[config.mk]
export PLATFORM = sky130hd
export DESIGN_NAME = lbk_test_engine
export DESIGN_NICKNAME = d
export VERILOG_FILES = /design/src/rtl/lbk_pkg.sv /design/src/rtl/lbk_regs.sv /design/src/rtl/lbk_irq.sv /design/src/rtl/lbk_seq.sv /design/src/rtl/lbk_test_engine.sv
export SDC_FILE = /design/constraint.sdc
export NUM_CORES = 1
export LEC_CHECK = 0
export BUFFER_PORTS_ARGS = -buffer_cell sky130_fd_sc_hd__buf_2
export CAP_MARGIN = 10
export CELL_PAD_IN_SITES_DETAIL_PLACEMENT = 0
export CELL_PAD_IN_SITES_GLOBAL_PLACEMENT = 1
export CORE_AREA = 2 2 236 238
export CTS_CLUSTER_DIAMETER = 60
export DETAILED_ROUTE_END_ITERATION = 10
export DIE_AREA = 0 0 238 240
export GPL_ROUTABILITY_DRIVEN = 0
export PLACE_DENSITY_LB_ADDON = 0.1
export SYNTH_ARGS = -nofsm -noshare
export SYNTH_HDL_FRONTEND = slang
export SYNTH_SLANG_ARGS = --single-unit
[constraint.sdc]
create_clock -name clk -period 4.65 [get_ports clk]
set_clock_uncertainty 0.05 [all_clocks]
set_input_delay 0.2325 -clock clk [delete_from_list [all_inputs] [get_ports clk]]
set_output_delay 0.2325 -clock clk [all_outputs]
set_load 0.1 [all_outputs]
[src/rtl/lbk_pkg.sv]
// Shared register indices, operation codes and status bit positions for
// the loopback test engine. Assumes a 3-bit word-indexed register window.
package lbk_pkg;

    typedef enum logic [2:0] {
        RI_PATTERN = 3'd0,
        RI_CMD     = 3'd1,
        RI_STATUS  = 3'd2,
        RI_SRC     = 3'd3,
        RI_DST     = 3'd4,
        RI_LEN     = 3'd5,
        RI_KIND    = 3'd6,
        RI_VEC     = 3'd7
    } reg_idx_e;

    typedef enum logic [2:0] {
        OP_NONE, OP_RAISE_LEG, OP_RAISE_MSI, OP_RAISE_MSIX,
        OP_READ, OP_WRITE, OP_COPY
    } op_e;

    localparam int CMD_W    = 6;
    localparam int STAT_W   = 9;
    localparam int ST_RD_OK = 0;
    localparam int ST_RD_NG = 1;
    localparam int ST_WR_OK = 2;
    localparam int ST_WR_NG = 3;
    localparam int ST_CP_OK = 4;
    localparam int ST_CP_NG = 5;
    localparam int ST_IRQ   = 6;
    localparam int ST_SRC_X = 7;
    localparam int ST_DST_X = 8;

    // Lowest set command bit wins
    function automatic op_e pick_op(input logic [CMD_W-1:0] c);
        if (c[0])      return OP_RAISE_LEG;
        else if (c[1]) return OP_RAISE_MSI;
        else if (c[2]) return OP_RAISE_MSIX;
        else if (c[3]) return OP_READ;
        else if (c[4]) return OP_WRITE;
        else if (c[5]) return OP_COPY;
        return OP_NONE;
    endfunction

endpackage

[src/rtl/lbk_regs.sv]
// Register bank of the test engine: pattern, addresses, length, interrupt
// kind/vector and the self-clearing command word. Assumes the sequencer
// reports completion with a one-cycle done strobe.
module lbk_regs
    import lbk_pkg::*;
#(
    parameter int DW    = 32,
    parameter int NUM_W = 16
) (
    input  logic             clk,
    input  logic             rst_n,
    input  logic             reg_wr,
    input  logic [2:0]       reg_addr,
    input  logic [DW-1:0]    reg_wdata,
    input  logic             done,
    output logic             start,
    output op_e              start_op,
    output logic [DW-1:0]    pattern,
    output logic [DW-1:0]    src,
    output logic [DW-1:0]    dst,
    output logic [DW-1:0]    len,
    output logic [1:0]       kind,
    output logic [NUM_W-1:0] vec,
    output logic [CMD_W-1:0] cmd_q
);

    reg_idx_e idx;
    assign idx = reg_idx_e'(reg_addr);

    // Accept a non-empty command only when nothing is pending
    assign start    = reg_wr && (idx == RI_CMD) && (cmd_q == '0) && (reg_wdata[CMD_W-1:0] != '0);
    assign start_op = pick_op(reg_wdata[CMD_W-1:0]);

    // Register writes and command set/clear
    always_ff @(posedge clk) begin
        if (!rst_n) begin
            pattern <= '0;
            src     <= '0;
            dst     <= '0;
            len     <= '0;
            kind    <= '0;
            vec     <= '0;
            cmd_q   <= '0;
        end else begin
            if (reg_wr) begin
                case (idx)
                    RI_PATTERN: pattern <= reg_wdata;
                    RI_SRC:     src     <= reg_wdata;
                    RI_DST:     dst     <= reg_wdata;
                    RI_LEN:     len     <= reg_wdata;
                    RI_KIND:    kind    <= reg_wdata[1:0];
                    RI_VEC:     vec     <= reg_wdata[NUM_W-1:0];
                    default:    ;
                endcase
            end
            if (start)     cmd_q <= reg_wdata[CMD_W-1:0];
            else if (done) cmd_q <= '0;
        end
    end

    p_pattern_hold_r1: assert property (@(posedge clk) disable iff (!rst_n)
        (reg_wr && idx == RI_PATTERN) |=> (pattern == $past(reg_wdata)));

    p_cmd_selfclear_r3: assert property (@(posedge clk) disable iff (!rst_n)
        done |=> (cmd_q == '0));

    p_busy_ignore_r2: assert property (@(posedge clk) disable iff (!rst_n)
        (cmd_q != '0 && !done) |=> $stable(cmd_q));

endmodule

[src/rtl/lbk_irq.sv]
// Interrupt request stage: checks the vector against the range allowed for
// the kind and emits a registered one-cycle pulse. Assumes fire is high for
// a single cycle per command.
module lbk_irq #(
    parameter int NUM_W    = 16,
    parameter int MSI_MAX  = 32,
    parameter int MSIX_MAX = 2048
) (
    input  logic             clk,
    input  logic             rst_n,
    input  logic             fire,
    input  logic [1:0]       kind_in,
    input  logic [NUM_W-1:0] vec_in,
    output logic             accept,
    output logic             irq_pulse,
    output logic [1:0]       irq_kind,
    output logic [NUM_W-1:0] irq_vec
);

    logic legal;

    // Range rule per interrupt kind
    always_comb begin
        case (kind_in)
            2'd0:    legal = (vec_in == '0);
            2'd1:    legal = (vec_in != '0) && (32'(vec_in) <= MSI_MAX);
            2'd2:    legal = (vec_in != '0) && (32'(vec_in) <= MSIX_MAX);
            default: legal = 1'b0;
        endcase
    end

    assign accept = fire && legal;

    // Register the pulse with its tag
    always_ff @(posedge clk) begin
        if (!rst_n) begin
            irq_pulse <= 1'b0;
            irq_kind  <= '0;
            irq_vec   <= '0;
        end else begin
            irq_pulse <= accept;
            if (accept) begin
                irq_kind <= kind_in;
                irq_vec  <= vec_in;
            end
        end
    end

    p_pulse_single_r11: assert property (@(posedge clk) disable iff (!rst_n)
        irq_pulse |=> !irq_pulse);

    p_vec_legal_r9: assert property (@(posedge clk) disable iff (!rst_n)
        irq_pulse |-> ((irq_kind == 2'd0 && irq_vec == '0) ||
                       (irq_kind == 2'd1 && irq_vec != '0 && 32'(irq_vec) <= MSI_MAX) ||
                       (irq_kind == 2'd2 && irq_vec != '0 && 32'(irq_vec) <= MSIX_MAX)));

endmodule

[src/rtl/lbk_seq.sv]
// Command sequencer: checks addresses, walks the words of a read, write or
// copy over the memory port, keeps the status word and fires the interrupt
// stage on completion. Assumes one response per accepted request.
module lbk_seq
    import lbk_pkg::*;
#(
    parameter int DW        = 32,
    parameter int WIN_BYTES = 4096
) (
    input  logic              clk,
    input  logic              rst_n,
    input  logic              start,
    input  op_e               start_op,
    input  logic [DW-1:0]     src,
    input  logic [DW-1:0]     dst,
    input  logic [DW-1:0]     len,
    input  logic [DW-1:0]     pattern,
    input  logic [1:0]        kind,
    input  logic              irq_accept,
    output logic              done,
    output logic              fire,
    output logic [1:0]        fire_kind,
    output logic [STAT_W-1:0] status,
    output logic              mem_req_valid,
    input  logic              mem_req_ready,
    output logic              mem_req_write,
    output logic [DW-1:0]     mem_req_addr,
    output logic [DW-1:0]     mem_req_wdata,
    input  logic              mem_rsp_valid,
    input  logic              mem_rsp_err,
    input  logic [DW-1:0]     mem_rsp_data
);

    localparam int WC_W = DW - 1;

    typedef enum logic [2:0] {
        S_IDLE, S_CHECK, S_RREQ, S_RWAIT, S_WREQ, S_WWAIT, S_DONE
    } st_e;

    st_e            st;
    op_e            op_q;
    logic [DW-1:0]  src_q, dst_q, hold;
    logic [WC_W-1:0] words_q, idx;
    logic           need_src, need_dst, src_bad, dst_bad, last;
    logic [3:0]     ok_bit, ng_bit;

    // Byte length rounded up to whole words
    function automatic logic [WC_W-1:0] word_count(input logic [DW-1:0] l);
        logic [DW:0] t;
        t = {1'b0, l} + (DW+1)'(3);
        return t[DW:2];
    endfunction

    // Reject misaligned addresses and spans leaving the window
    function automatic logic span_bad(input logic [DW-1:0] a, input logic [WC_W-1:0] w);
        logic [DW+1:0] fin;
        fin = {2'b00, a} + {1'b0, w, 2'b00};
        return (a[1:0] != 2'b00) || ({2'b00, a} >= (DW+2)'(WIN_BYTES)) ||
               (fin > (DW+2)'(WIN_BYTES));
    endfunction

    // Per-operation decode of address needs and status bit positions
    always_comb begin
        need_src = (op_q == OP_READ) || (op_q == OP_COPY);
        need_dst = (op_q == OP_WRITE) || (op_q == OP_COPY);
        case (op_q)
            OP_READ:  begin ok_bit = 4'(ST_RD_OK); ng_bit = 4'(ST_RD_NG); end
            OP_WRITE: begin ok_bit = 4'(ST_WR_OK); ng_bit = 4'(ST_WR_NG); end
            default:  begin ok_bit = 4'(ST_CP_OK); ng_bit = 4'(ST_CP_NG); end
        endcase
        src_bad = span_bad(src_q, words_q);
        dst_bad = span_bad(dst_q, words_q);
        last    = ((idx + 1'b1) == words_q);
    end

    // Memory request and interrupt hand-off from the state
    assign mem_req_valid = (st == S_RREQ) || (st == S_WREQ);
    assign mem_req_write = (st == S_WREQ);
    assign mem_req_addr  = (st == S_WREQ ? dst_q : src_q) + {idx, 2'b00};
    assign mem_req_wdata = (op_q == OP_COPY) ? hold : pattern;
    assign done          = (st == S_DONE);
    assign fire          = (st == S_DONE);

    // Interrupt kind: fixed by raise commands, programmed otherwise
    always_comb begin
        case (op_q)
            OP_RAISE_LEG:  fire_kind = 2'd0;
            OP_RAISE_MSI:  fire_kind = 2'd1;
            OP_RAISE_MSIX: fire_kind = 2'd2;
            default:       fire_kind = kind;
        endcase
    end

    // Sequencer state, word walk and status updates
    always_ff @(posedge clk) begin
        if (!rst_n) begin
            st      <= S_IDLE;
            op_q    <= OP_NONE;
            src_q   <= '0;
            dst_q   <= '0;
            words_q <= '0;
            idx     <= '0;
            hold    <= '0;
            status  <= '0;
        end else begin
            case (st)
                S_IDLE: if (start) begin
                    op_q    <= start_op;
                    src_q   <= src;
                    dst_q   <= dst;
                    words_q <= word_count(len);
                    idx     <= '0;
                    status  <= '0;
                    st      <= (start_op == OP_READ || start_op == OP_WRITE ||
                                start_op == OP_COPY) ? S_CHECK : S_DONE;
                end
                S_CHECK: begin
                    if (need_src && src_bad) status[ST_SRC_X] <= 1'b1;
                    if (need_dst && dst_bad) status[ST_DST_X] <= 1'b1;
                    if ((need_src && src_bad) || (need_dst && dst_bad)) begin
                        status[ng_bit] <= 1'b1;
                        st             <= S_DONE;
                    end else if (words_q == '0) begin
                        status[ok_bit] <= 1'b1;
                        st             <= S_DONE;
                    end else begin
                        st <= (op_q == OP_WRITE) ? S_WREQ : S_RREQ;
                    end
                end
                S_RREQ: if (mem_req_ready) st <= S_RWAIT;
                S_WREQ: if (mem_req_ready) st <= S_WWAIT;
                S_RWAIT: if (mem_rsp_valid) begin
                    if (mem_rsp_err) begin
                        status[ng_bit] <= 1'b1;
                        st             <= S_DONE;
                    end else begin
                        hold <= mem_rsp_data;
                        if (op_q == OP_COPY) begin
                            st <= S_WREQ;
                        end else if (last) begin
                            status[ok_bit] <= 1'b1;
                            st             <= S_DONE;
                        end else begin
                            idx <= idx + 1'b1;
                            st  <= S_RREQ;
                        end
                    end
                end
                S_WWAIT: if (mem_rsp_valid) begin
                    if (mem_rsp_err) begin
                        status[ng_bit] <= 1'b1;
                        st             <= S_DONE;
                    end else if (last) begin
                        status[ok_bit] <= 1'b1;
                        st             <= S_DONE;
                    end else begin
                        idx <= idx + 1'b1;
                        st  <= (op_q == OP_COPY) ? S_RREQ : S_WREQ;
                    end
                end
                S_DONE: begin
                    if (irq_accept) status[ST_IRQ] <= 1'b1;
                    st <= S_IDLE;
                end
                default: st <= S_IDLE;
            endcase
        end
    end

    p_req_stable_r12: assert property (@(posedge clk) disable iff (!rst_n)
        (mem_req_valid && !mem_req_ready) |=>
            (mem_req_valid && $stable(mem_req_addr) && $stable(mem_req_write) &&
             $stable(mem_req_wdata)));

    p_no_access_bad_r7: assert property (@(posedge clk) disable iff (!rst_n)
        (status[ST_SRC_X] || status[ST_DST_X]) |-> !mem_req_valid);

    p_ok_ng_excl_r8: assert property (@(posedge clk) disable iff (!rst_n)
        !((status[ST_RD_OK] && status[ST_RD_NG]) || (status[ST_WR_OK] && status[ST_WR_NG]) ||
          (status[ST_CP_OK] && status[ST_CP_NG])));

    p_one_outcome_r4: assert property (@(posedge clk) disable iff (!rst_n)
        $countones(status[ST_CP_NG:ST_RD_OK]) <= 1);

endmodule

[src/rtl/lbk_test_engine.sv]
// Top of the loopback test engine: register bank, command sequencer and
// interrupt stage, plus the register read mux. Assumes register reads are
// sampled combinationally from reg_addr.
module lbk_test_engine
    import lbk_pkg::*;
#(
    parameter int DW        = 32,
    parameter int NUM_W     = 16,
    parameter int WIN_BYTES = 4096,
    parameter int MSI_MAX   = 32,
    parameter int MSIX_MAX  = 2048
) (
    input  logic             clk,
    input  logic             rst_n,
    input  logic             reg_wr,
    input  logic [2:0]       reg_addr,
    input  logic [DW-1:0]    reg_wdata,
    output logic [DW-1:0]    reg_rdata,
    output logic             mem_req_valid,
    input  logic             mem_req_ready,
    output logic             mem_req_write,
    output logic [DW-1:0]    mem_req_addr,
    output logic [DW-1:0]    mem_req_wdata,
    input  logic             mem_rsp_valid,
    input  logic             mem_rsp_err,
    input  logic [DW-1:0]    mem_rsp_data,
    output logic             irq_pulse,
    output logic [1:0]       irq_kind,
    output logic [NUM_W-1:0] irq_vec
);

    logic              start, done, fire, accept;
    op_e               start_op;
    logic [DW-1:0]     pattern, src, dst, len;
    logic [1:0]        kind, fire_kind;
    logic [NUM_W-1:0]  vec;
    logic [CMD_W-1:0]  cmd_q;
    logic [STAT_W-1:0] status;

    lbk_regs #(.DW(DW), .NUM_W(NUM_W)) u_regs (
        .clk(clk), .rst_n(rst_n), .reg_wr(reg_wr), .reg_addr(reg_addr),
        .reg_wdata(reg_wdata), .done(done), .start(start), .start_op(start_op),
        .pattern(pattern), .src(src), .dst(dst), .len(len), .kind(kind),
        .vec(vec), .cmd_q(cmd_q)
    );

    lbk_seq #(.DW(DW), .WIN_BYTES(WIN_BYTES)) u_seq (
        .clk(clk), .rst_n(rst_n), .start(start), .start_op(start_op),
        .src(src), .dst(dst), .len(len), .pattern(pattern), .kind(kind),
        .irq_accept(accept), .done(done), .fire(fire), .fire_kind(fire_kind),
        .status(status), .mem_req_valid(mem_req_valid), .mem_req_ready(mem_req_ready),
        .mem_req_write(mem_req_write), .mem_req_addr(mem_req_addr),
        .mem_req_wdata(mem_req_wdata), .mem_rsp_valid(mem_rsp_valid),
        .mem_rsp_err(mem_rsp_err), .mem_rsp_data(mem_rsp_data)
    );

    lbk_irq #(.NUM_W(NUM_W), .MSI_MAX(MSI_MAX), .MSIX_MAX(MSIX_MAX)) u_irq (
        .clk(clk), .rst_n(rst_n), .fire(fire), .kind_in(fire_kind), .vec_in(vec),
        .accept(accept), .irq_pulse(irq_pulse), .irq_kind(irq_kind), .irq_vec(irq_vec)
    );

    // Register read mux
    always_comb begin
        reg_rdata = '0;
        case (reg_idx_e'(reg_addr))
            RI_PATTERN: reg_rdata = pattern;
            RI_CMD:     reg_rdata[CMD_W-1:0]  = cmd_q;
            RI_STATUS:  reg_rdata[STAT_W-1:0] = status;
            RI_SRC:     reg_rdata = src;
            RI_DST:     reg_rdata = dst;
            RI_LEN:     reg_rdata = len;
            RI_KIND:    reg_rdata[1:0] = kind;
            RI_VEC:     reg_rdata[NUM_W-1:0] = vec;
            default:    reg_rdata = '0;
        endcase
    end

    p_irq_flag_r11: assert property (@(posedge clk) disable iff (!rst_n)
        irq_pulse |-> status[ST_IRQ]);

endmodule

==> results.cfg <==
[run_status]
outcome = complete, but fails checks
violations = setup timing

[synthesis]
synth-adder-area-share_pct = 5.64
syn_area_mm2 = 0.0217
ys_seq_elements = 344
async_flop_share_pct = 0
synthFlopType = dfxtp_1
synthMuxAreaShare_pct = 5.73
yosysTopAreaCell = dfxtp_1
synthSimpleGateAreaFrac_pct = 24.9
syn_area_per_cell_um2 = 7.44
synth_top_family_by_area = simple AND/OR/NAND/NOR gates
synth_compound_area_share_pct = 23.1
synth.yosys.seq_area_share_pct = 31.7
ys_types = 83
yosys_warnings = 0
synth_area_leaders = dfxtp_1 32%, nand2_1 11%, a21oi_1 9.4%, ha_1 5.4%, mux2_2 3.8%
syn-num-nets = 3087
synth_enable_flop_cells = 0
synthCells = 2918
synth_top_area_share_pct = 31.7
synth_xor_area_share_pct = 4.64

[worst_setup_path]
path_buf_inv = 2
crit_family = compound AO/OA/AOI/OAI gates
critPathMaxFanout = 6
cp_slowest_cell = fa_2
crit_arrival_ns = 4.39
cp_cell_sequence = nand2b_4 > nor2_4 > buf_12 > mux2_4 > ha_4 > fa_2 > a21o_1 > a21oi_2 > o21ai_2 > o311a_1 > o211ai_1 > a311oi_2 > o21ai_4 > o21ai_4 > a41oi_2 > nand3_1 > o211ai_1 > clkbuf_16
criticalPathCategory = flop to primary output
worstSetupEndpointType = primary output
start_kind = flop
critical-path-max-stage-delay_ns = 0.38
cp.required_ns = 4.37

[die]
start_util_pct = 39.7
dieArea_mm2 = 0.0571
die_w_um = 238
io_pins = 190
core_area_mm2 = 0.0547
fp.dieH_um = 240
num_rows = 86

[routing]
vias = 22800
routed_wl_um = 84200
routedWlPerCell_um = 21.9
drc_errors = 0
first_iter_violations = 1898
ant_nets = 0
via_per_inst = 5.91
dr.pass1.iters = 5

[grt]
grt_pass1_vias = 21300
grt_pass1_wl_um = 127000
grt-ovfl-total = 0
antenna_found_initial = 1
grt_max_degree = 151
grtUsageTotal_pct = 28.5

[sta]
rsz0062_at_grt = yes
slew_headroom_pct = 29.3
tightestPinTransition_ns = 1.06
setup-violations-final = 1
timing.fmax_mhz = 214
fin_crit_sh_pct = 100
layout_setup_ws_ns = -0.0201
finalHoldViolations = 0
fin_hold_ws_ns = 0.122
slew_viol_final = 0
min_period_ns = 4.67

[finish]
stdcell_count = 3850
diodes = 0
fillerInstances = 5480
multi_input_area_mm2 = 0.0143
nets = 3283
seqCellArea_mm2 = 0.00689
area_growth_pct = 21.4
drive_gt1_share_pct = 15.9
finish.utilization_pct = 48.2

[cts]
cts_tree = built
cts.sink_count = 344
clock_tree.buffer_depth = 3
cts_max_level = 2
clk_transition_reported_paths_ns = 0.06
root_buffer = clkbuf_16
numCtsBuffers = 44
clk_latency_ns = 0.61

[run]
max_cap_violations = 0

[min_path]
hold_class = primary input to flop

[power]
power-per-cell-area_mw_per_mm2 = 280
vdd_drop_max_v = 0.000245
p_leak_nw = 10.4

[place]
portBuffers = 189
hpwl_um = 62500
dp.cells = 3690
## where the power goes
part           total [W]  switching (W)  internal (W)
Sequential       0.00307      0.0000716       0.00300
Combinational   0.000943       0.000634      0.000309
Clock            0.00338        0.00144       0.00194
Total            0.00739        0.00215       0.00524
## flip-flops by register name, summed over array words and instances (netlist names), 2 cells and up
| name | cells |
|---|---|
| u_regs.dst | 32 |
| u_regs.len | 32 |
| u_regs.pattern | 32 |
| u_regs.src | 32 |
| u_seq.dst_q | 32 |
| u_seq.hold | 32 |
| u_seq.src_q | 32 |
| u_seq.idx | 31 |
| u_seq.words_q | 31 |
| u_irq.irq_vec | 16 |
| u_regs.vec | 16 |
| u_seq.status | 9 |
| u_regs.cmd_q | 6 |
| u_seq.op_q | 3 |
| u_seq.st | 3 |
| u_irq.irq_kind | 2 |
| u_regs.kind | 2 |
## cell usage after synthesis (32+ instances only)
| master | n |
|---|---|
| nor3_1 | 52 |
| nor2_1 | 174 |
| a21o_1 | 33 |
| o21ai_0 | 107 |
| mux2_2 | 73 |
| clkbuf_1 | 177 |
| inv_1 | 44 |
| a21oi_1 | 408 |
| a22oi_1 | 51 |
| a211oi_1 | 45 |
| xor2_1 | 39 |
| nor4_1 | 39 |
| nand3_1 | 56 |
| ha_1 | 93 |
| nand2_1 | 627 |
| xnor2_1 | 76 |
| mux2i_1 | 40 |
| dfxtp_1 | 344 |
| nand4_1 | 32 |
## worst register-to-register path, delay by kind of cell (launching register included)
family,cells,cell delay (ns)
flops,1,0.45
buf+inv,2,0.29
compound gates,5,1.32
fa+ha+maj,2,0.72
simple gates,6,1.52
## cell type report
type / count / share of cell area [%]
multi-input cells: 2332 / 54.4
flip-flops and latches: 344 / 26.1
repair buffers: 347 / 10.1
clock buffers: 60 / 4.52
well taps: 704 / 3.34
clock inverters: 18 / 0.850
inverters: 45 / 0.669
## cell usage in the layout (no fill, tap or decap), types with 55 or more instances in the layout
master         count
nor2_1           171
a21oi_1          403
nand3_1           55
dlygate4sd3_1     64
buf_2            170
ha_1              82
dfxtp_1          343
o21ai_0          101
mux2_2            68
buf_4             85
nand2_1          626
xnor2_1           69
## through the flow
stage               setup TNS (ns)  cell area [um^2]  power, W  setup WS, ns
floorplan                   -0.213             21900   0.00371        -0.213
global placement                 0             23800   0.00399        0.0752
detailed placement        -0.00927             23800   0.00400      -0.00927
CTS                       -0.00393             26100   0.00743      -0.00393
global route                 -1.15             26400   0.00764        -0.219
finish                     -0.0201             26400   0.00739       -0.0201
## final timing paths
path,startpoint,endpoint,cells after the start,slack [ns]
hold / removal,rst_n,u_seq.words_q[26]$_SDFFE_PN0P_,3,0.12
setup reg to reg,u_seq.words_q[0]$_SDFFE_PN0P_,u_seq.status[3]$_SDFFE_PN0P_,15,0.18
hold reg to reg,u_seq.hold[26]$_SDFFE_PN0P_,u_seq.hold[26]$_SDFFE_PN0P_,2,0.40
setup / recovery,u_seq.st[1]$_SDFFE_PN0P_,mem_req_addr[30],18,-0.02
## layer usage
| layer | share of wire [%] | vias up | GRT usage [%] |
|---|---|---|---|
| li1 | - | 10800 | - |
| met1 | 45 | 10900 | 40.1 |
| met2 | 44 | 883 | 44.8 |
| met3 | 7.3 | 141 | 4.35 |
| met4 | 3.0 | 2 | 8.88 |
| met5 | 0.015 | - | 0 |
## timing repair
item / CTS / global route
gates cloned: 0 / 0
hold endpoints to repair: 174 / 0
endpoints found under the setup margin: 11 / 16
hold buffers: 64 / 0
buffers inserted: 10 / 9
gates resized for setup: 28 / 32
pin swaps: 18 / 18
## kinds of logic (layout without fill, tap and decap cells)
family	Yosys count	in the layout
adders and majority gates	96	96
muxes	114	114
DFF	344	344
xor gates and xnor gates	115	115
AOI/OAI and AO/OA	827	827
buffers and inverters	242	470
and+or+nand+nor	1180	1180
No activity file was read; power rests on OpenSTA's default activity.
